==> config.mk <==
export PLATFORM = sky130hd
export DESIGN_NAME = comma_lane_aligner
export DESIGN_NICKNAME = d
export VERILOG_FILES = /design/src/rtl/cla_pkg.sv /design/src/rtl/cla_comma_detect.sv /design/src/rtl/cla_lane_shift.sv /design/src/rtl/comma_lane_aligner.sv
export SDC_FILE = /design/constraint.sdc
export NUM_CORES = 1
export LEC_CHECK = 0
export BUFFER_PORTS_ARGS = -buffer_cell sky130_fd_sc_hd__buf_4
export CAP_MARGIN = 10
export CORE_ASPECT_RATIO = 1.1
export CORE_MARGIN = 3
export CORE_UTILIZATION = 48
export CTS_BUF_LIST = sky130_fd_sc_hd__clkbuf_8
export DETAILED_ROUTE_END_ITERATION = 10
export PLACE_DENSITY = 0.83
export SLEW_MARGIN = 20
export SYNTH_ARGS = -nofsm -noshare
export SYNTH_HDL_FRONTEND = slang
export SYNTH_SLANG_ARGS = --single-unit
export TNS_END_PERCENT = 1
==> constraint.sdc <==
create_clock -name clk_i -period 4.05 [get_ports clk_i]
set_clock_uncertainty 0.05 [all_clocks]
set_input_delay 0.2025 -clock clk_i [delete_from_list [all_inputs] [get_ports clk_i]]
set_output_delay 0.2025 -clock clk_i [all_outputs]
set_load 0.05 [all_outputs]
==> src/rtl/cla_pkg.sv <==
package cla_pkg;
  localparam int unsigned LANES_DEF  = 4;
  localparam int unsigned BYTE_W_DEF = 8;
  localparam logic [7:0]  COMMA_DEF  = 8'hBC;
endpackage

==> src/rtl/cla_comma_detect.sv <==
module cla_comma_detect #(
  parameter int unsigned LANES  = cla_pkg::LANES_DEF,
  parameter int unsigned BYTE_W = cla_pkg::BYTE_W_DEF,
  parameter logic [BYTE_W-1:0] COMMA = cla_pkg::COMMA_DEF,
  localparam int unsigned DW    = LANES * BYTE_W,
  localparam int unsigned OFF_W = (LANES > 1) ? $clog2(LANES) : 1
) (
  input  logic [DW-1:0]    data_i,
  input  logic [LANES-1:0] ctrl_i,
  input  logic             prev_last_comma_i,
  output logic             found_o,
  output logic [OFF_W-1:0] lane_o
);
  logic [LANES-1:0] is_comma;
  logic [LANES-1:0] run_start;

  for (genvar g = 0; g < LANES; g++) begin : g_lane
    assign is_comma[g] = ctrl_i[g] && (data_i[g*BYTE_W +: BYTE_W] == COMMA);
    if (g == 0) begin : g_first
      assign run_start[g] = is_comma[g] && !prev_last_comma_i;
    end else begin : g_rest
      assign run_start[g] = is_comma[g] && !is_comma[g-1];
    end
  end

  // lowest start lane wins
  always_comb begin
    lane_o = '0;
    for (int i = LANES - 1; i >= 0; i--) begin
      if (run_start[i]) lane_o = OFF_W'(i);
    end
  end

  assign found_o = |run_start;
endmodule

==> src/rtl/cla_lane_shift.sv <==
module cla_lane_shift #(
  parameter int unsigned LANES  = cla_pkg::LANES_DEF,
  parameter int unsigned BYTE_W = cla_pkg::BYTE_W_DEF,
  localparam int unsigned DW    = LANES * BYTE_W,
  localparam int unsigned OFF_W = (LANES > 1) ? $clog2(LANES) : 1
) (
  input  logic [DW-1:0]    old_data_i,
  input  logic [LANES-1:0] old_ctrl_i,
  input  logic [DW-1:0]    new_data_i,
  input  logic [LANES-1:0] new_ctrl_i,
  input  logic [OFF_W-1:0] off_i,
  output logic [DW-1:0]    data_o,
  output logic [LANES-1:0] ctrl_o
);
  logic [2*DW-1:0]    win_d;
  logic [2*LANES-1:0] win_c;

  assign win_d = {new_data_i, old_data_i};
  assign win_c = {new_ctrl_i, old_ctrl_i};

  for (genvar j = 0; j < LANES; j++) begin : g_out
    logic [OFF_W:0] src;
    assign src = (OFF_W+1)'(j) + {1'b0, off_i};
    assign data_o[j*BYTE_W +: BYTE_W] = win_d[src*BYTE_W +: BYTE_W];
    assign ctrl_o[j] = win_c[src];
  end
endmodule

==> src/rtl/comma_lane_aligner.sv <==
module comma_lane_aligner #(
  parameter int unsigned LANES  = cla_pkg::LANES_DEF,
  parameter int unsigned BYTE_W = cla_pkg::BYTE_W_DEF,
  parameter logic [BYTE_W-1:0] COMMA = cla_pkg::COMMA_DEF,
  localparam int unsigned DW    = LANES * BYTE_W,
  localparam int unsigned OFF_W = (LANES > 1) ? $clog2(LANES) : 1
) (
  input  logic             clk_i,
  input  logic             rst_ni,
  input  logic             in_valid_i,
  output logic             in_ready_o,
  input  logic [DW-1:0]    in_data_i,
  input  logic [LANES-1:0] in_ctrl_i,
  output logic             out_valid_o,
  input  logic             out_ready_i,
  output logic [DW-1:0]    out_data_o,
  output logic [LANES-1:0] out_ctrl_o
);
  logic [DW-1:0]    held_data_q;
  logic [LANES-1:0] held_ctrl_q;
  logic [OFF_W-1:0] off_q;
  logic             fire;
  logic             held_last_comma;
  logic             start_found;
  logic [OFF_W-1:0] start_lane;

  assign fire        = in_valid_i && out_ready_i;
  assign in_ready_o  = out_ready_i;
  assign out_valid_o = in_valid_i;
  assign held_last_comma = held_ctrl_q[LANES-1] &&
                           (held_data_q[DW-1 -: BYTE_W] == COMMA);

  cla_comma_detect #(.LANES(LANES), .BYTE_W(BYTE_W), .COMMA(COMMA)) u_detect (
    .data_i            (in_data_i),
    .ctrl_i            (in_ctrl_i),
    .prev_last_comma_i (held_last_comma),
    .found_o           (start_found),
    .lane_o            (start_lane)
  );

  cla_lane_shift #(.LANES(LANES), .BYTE_W(BYTE_W)) u_shift (
    .old_data_i (held_data_q),
    .old_ctrl_i (held_ctrl_q),
    .new_data_i (in_data_i),
    .new_ctrl_i (in_ctrl_i),
    .off_i      (off_q),
    .data_o     (out_data_o),
    .ctrl_o     (out_ctrl_o)
  );

  always_ff @(posedge clk_i or negedge rst_ni) begin
    if (!rst_ni) begin
      held_data_q <= '0;
      held_ctrl_q <= '0;
      off_q       <= '0;
    end else if (fire) begin
      held_data_q <= in_data_i;
      held_ctrl_q <= in_ctrl_i;
      if (start_found) off_q <= start_lane;
    end
  end


  offset_hold_chk: assert property (@(posedge clk_i) disable iff (!rst_ni)
    !(fire && start_found) |=> $stable(off_q));


  comma_lands_low_chk: assert property (@(posedge clk_i) disable iff (!rst_ni)
    (fire && start_found) |=> (out_data_o[BYTE_W-1:0] == COMMA) && out_ctrl_o[0]);


  lane0_passthru_chk: assert property (@(posedge clk_i) disable iff (!rst_ni)
    (fire && start_found && start_lane == '0) |=>
      (out_data_o == $past(in_data_i)) && (out_ctrl_o == $past(in_ctrl_i)));


  stall_keeps_low_chk: assert property (@(posedge clk_i) disable iff (!rst_ni)
    !fire |=> $stable(out_data_o[BYTE_W-1:0]) && $stable(out_ctrl_o[0]));
endmodule

==> metrics.txt <==
crit start category=flip-flop; PD cells=365 nW/um2; Area contributors post-synth=dfrtp_1 37%, mux4_2 32%, mux2_2 18%; Cells after Synth=160; total power=1.18 mW; M2 GR Usage=0.313; status=finished clean; Finish-stage setup viols=0; Max rail drop VDD=0.000191 V; CTS buffer count=5; TritonRoute pass-1 iters=4; min Tclk post-route=2.50 ns; height of the chip=82.3 um; CP Max Fanout=27; setup TNS=0 ns; gr usage total=0.191; GR Layer Usage met3=0.0412; clk sinks=38; LEAKAGE=1.43 nW; leading area contributor after synthesis=dfrtp_1; Max Freq=0.400 GHz; GR met1 Demand/Resource=0.266; CP peak stage delay=0.81 ns; total number of vias=1848; sequential area share after synthesis=0.374; cell breakdown of the critical path=inv_1, ha_1, mux4_2, buf_4; largest net degree at the start of global routing=41; total gr overflow=0; Worst-Margin Slew=0.675 ns; htree depth=2; std cell rows=27; CTS Buffer Depth=2; Routed Antenna Nets=0; syn_nets=202; final wirelength=5550 um; clock power share=0.256; critical path's top delay family=flip-flops; share of post-route cells with drive strength above 1=0.701; unrepaired setup endpoints after global routing=no; antenna violations before repair=0; flops & latches, synth=38; DP HPWL=4350 um; Seq pwr share=0.415; n_diodes=0; I/O pins=78; switching share of power=0.320; Post-Syn Area=2540 um2; Final Util=0.636; Worst setup EP type=output port; core area=5070 um2; postcts setup bufs=0; relative slew slack=0.550; combinational power share=0.329; port bufs=77; final hold vios=0; first-pass GRT wire length=8910 um; area grow syn2layout=26.8%; remaining routing DRC violations=0; Data arrival, critical path=2.25 ns; busiest grt layer=met2; max-slew violation count=0; Mean Syn Cell Area=15.9 um2; Avg Vias per Cell=6.33; Setup CP Type=flip-flop to output port; die area=6200 um2; CP required=3.80 ns; CTS tree=done; Internal=0.799 mW; DRT iter0 DRCs=103; Final Wtd Congestion=0.788; hold_buf cts=1; Cell variety after synth=29; clk_lat worst skew=0.28 ns; number of buffer and inverter stages on the critical path=2; top cell type's share of synthesized area=0.374; Psw=0.376 mW; NumNets Final=275; Tcrit/Tclk final=0.617; Initial Util=0.501; Die Wd=75.4 um; Worst Hold Class=input pin to flip-flop; warnings from Yosys=0; clock slew at reported path FFs=0.07 ns; Avg WL per Cell=19.0 um; # resized after CTS=0; slowest stage cell, crit path=dfrtp_2; maxcap violations=0; clk root buf=clkbuf_8; vias in the first global route=1787
[kinds of logic (layout without fill, tap and decap cells)]
group	Yosys count	in the layout	synth area share
multiplexers	77	77	0.500
flip-flops	38	38	0.374
buffers and inverters	17	91	0.0458
AND/OR/NAND/NOR	20	20	0.0532
adder cells (fa/ha/maj)	2	2	0.00985
AO/OA/AOI/OAI	6	6	0.0163
[stage by stage]
stage / worst slack, ns / hold slack [ns] / area [um2] / std cells
5_1_grt: 1.36 / 0.0966 / 3220 / 292
4_1_cts: 1.51 / 0.0984 / 3220 / 292
6_report: 1.55 / 0.106 / 3220 / 292
3_3_place_gp: 1.86 / 0.142 / 3110 / 283
3_5_place_dp: 1.83 / 0.144 / 3110 / 283
2_1_floorplan: 1.81 / -0.143 / 2540 / 160
[registers in the layout (all words and copies together), names as in the netlist]
name         count
off_q            2
held_ctrl_q      4
held_data_q     32
[Yosys cell counts, drive strengths merged]
library cell	instances
a31oi	2
o21ai	1
buf	14
nor4	1
nand4	5
inv	2
nor2	1
nor4bb	1
nand2	3
ha	2
o21a	1
and3b	1
dfrtp	38
nand3	1
nand4b	1
and4b	1
o211ai	1
mux2	40
mux2i	1
nand2b	1
clkbuf	1
nand3b	1
a41oi	1
or4	1
mux4	36
nor3b	2
[cell usage in the layout (no fill, tap or decap), types with 2 or more instances in the layout]
master,instances
inv_1,4
buf_4,80
dfrtp_1,37
nand2_1,3
nand4_1,5
nor3b_1,2
mux2_2,40
clkbuf_8,5
a31oi_1,2
ha_1,2
mux4_2,36
[final timing paths]
kind | depth (start not counted) | from | to | slack (ns)
worst max-delay path | 4 | off_q[0]$_DFFE_PN0P_ | out_ctrl_o[1] | 1.55
worst min-delay path | 2 | in_data_i[30] | held_data_q[30]$_DFFE_PN0P_ | 0.11
worst max register to register | 5 | held_data_q[30]$_DFFE_PN0P_ | off_q[0]$_DFFE_PN0P_ | 2.68
worst min register to register | 1 | held_data_q[3]$_DFFE_PN0P_ | held_data_q[3]$_DFFE_PN0P_ | 0.46
max in group asynchronous | 2 | rst_ni | off_q[0]$_DFFE_PN0P_ | 3.24
min in group asynchronous | 2 | rst_ni | held_data_q[6]$_DFFE_PN0P_ | 0.37
[power groups by stage]
| stage | clock [mW] | sequential [mW] | combinational (mW) |
|---|---|---|---|
| 2_1_floorplan | 0 | 0.470 | 0.304 |
| 3_3_place_gp | 0 | 0.489 | 0.385 |
| 3_5_place_dp | 0 | 0.494 | 0.390 |
| 4_1_cts | 0.308 | 0.487 | 0.391 |
| 5_1_grt | 0.326 | 0.497 | 0.410 |
| 6_report | 0.301 | 0.487 | 0.387 |
[cell type report]
type,instances,area (um2)
Timing Repair Buffer,81,611
Clock buffer,5,68.8
Multi-Input combinational cell,105,1470
Clock inverter,3,37.5
Sequential cell,38,952
Tap cell,58,72.6
Inverter,2,7.51
Fill cell,397,1850
[routing by layer]
layer,wire [um],share of wire
met1,2270,0.41
met2,2860,0.52
met3,342,0.062
met4,67,0.012
met5,0,0
Note: power is estimated with default switching activity, not from simulation.
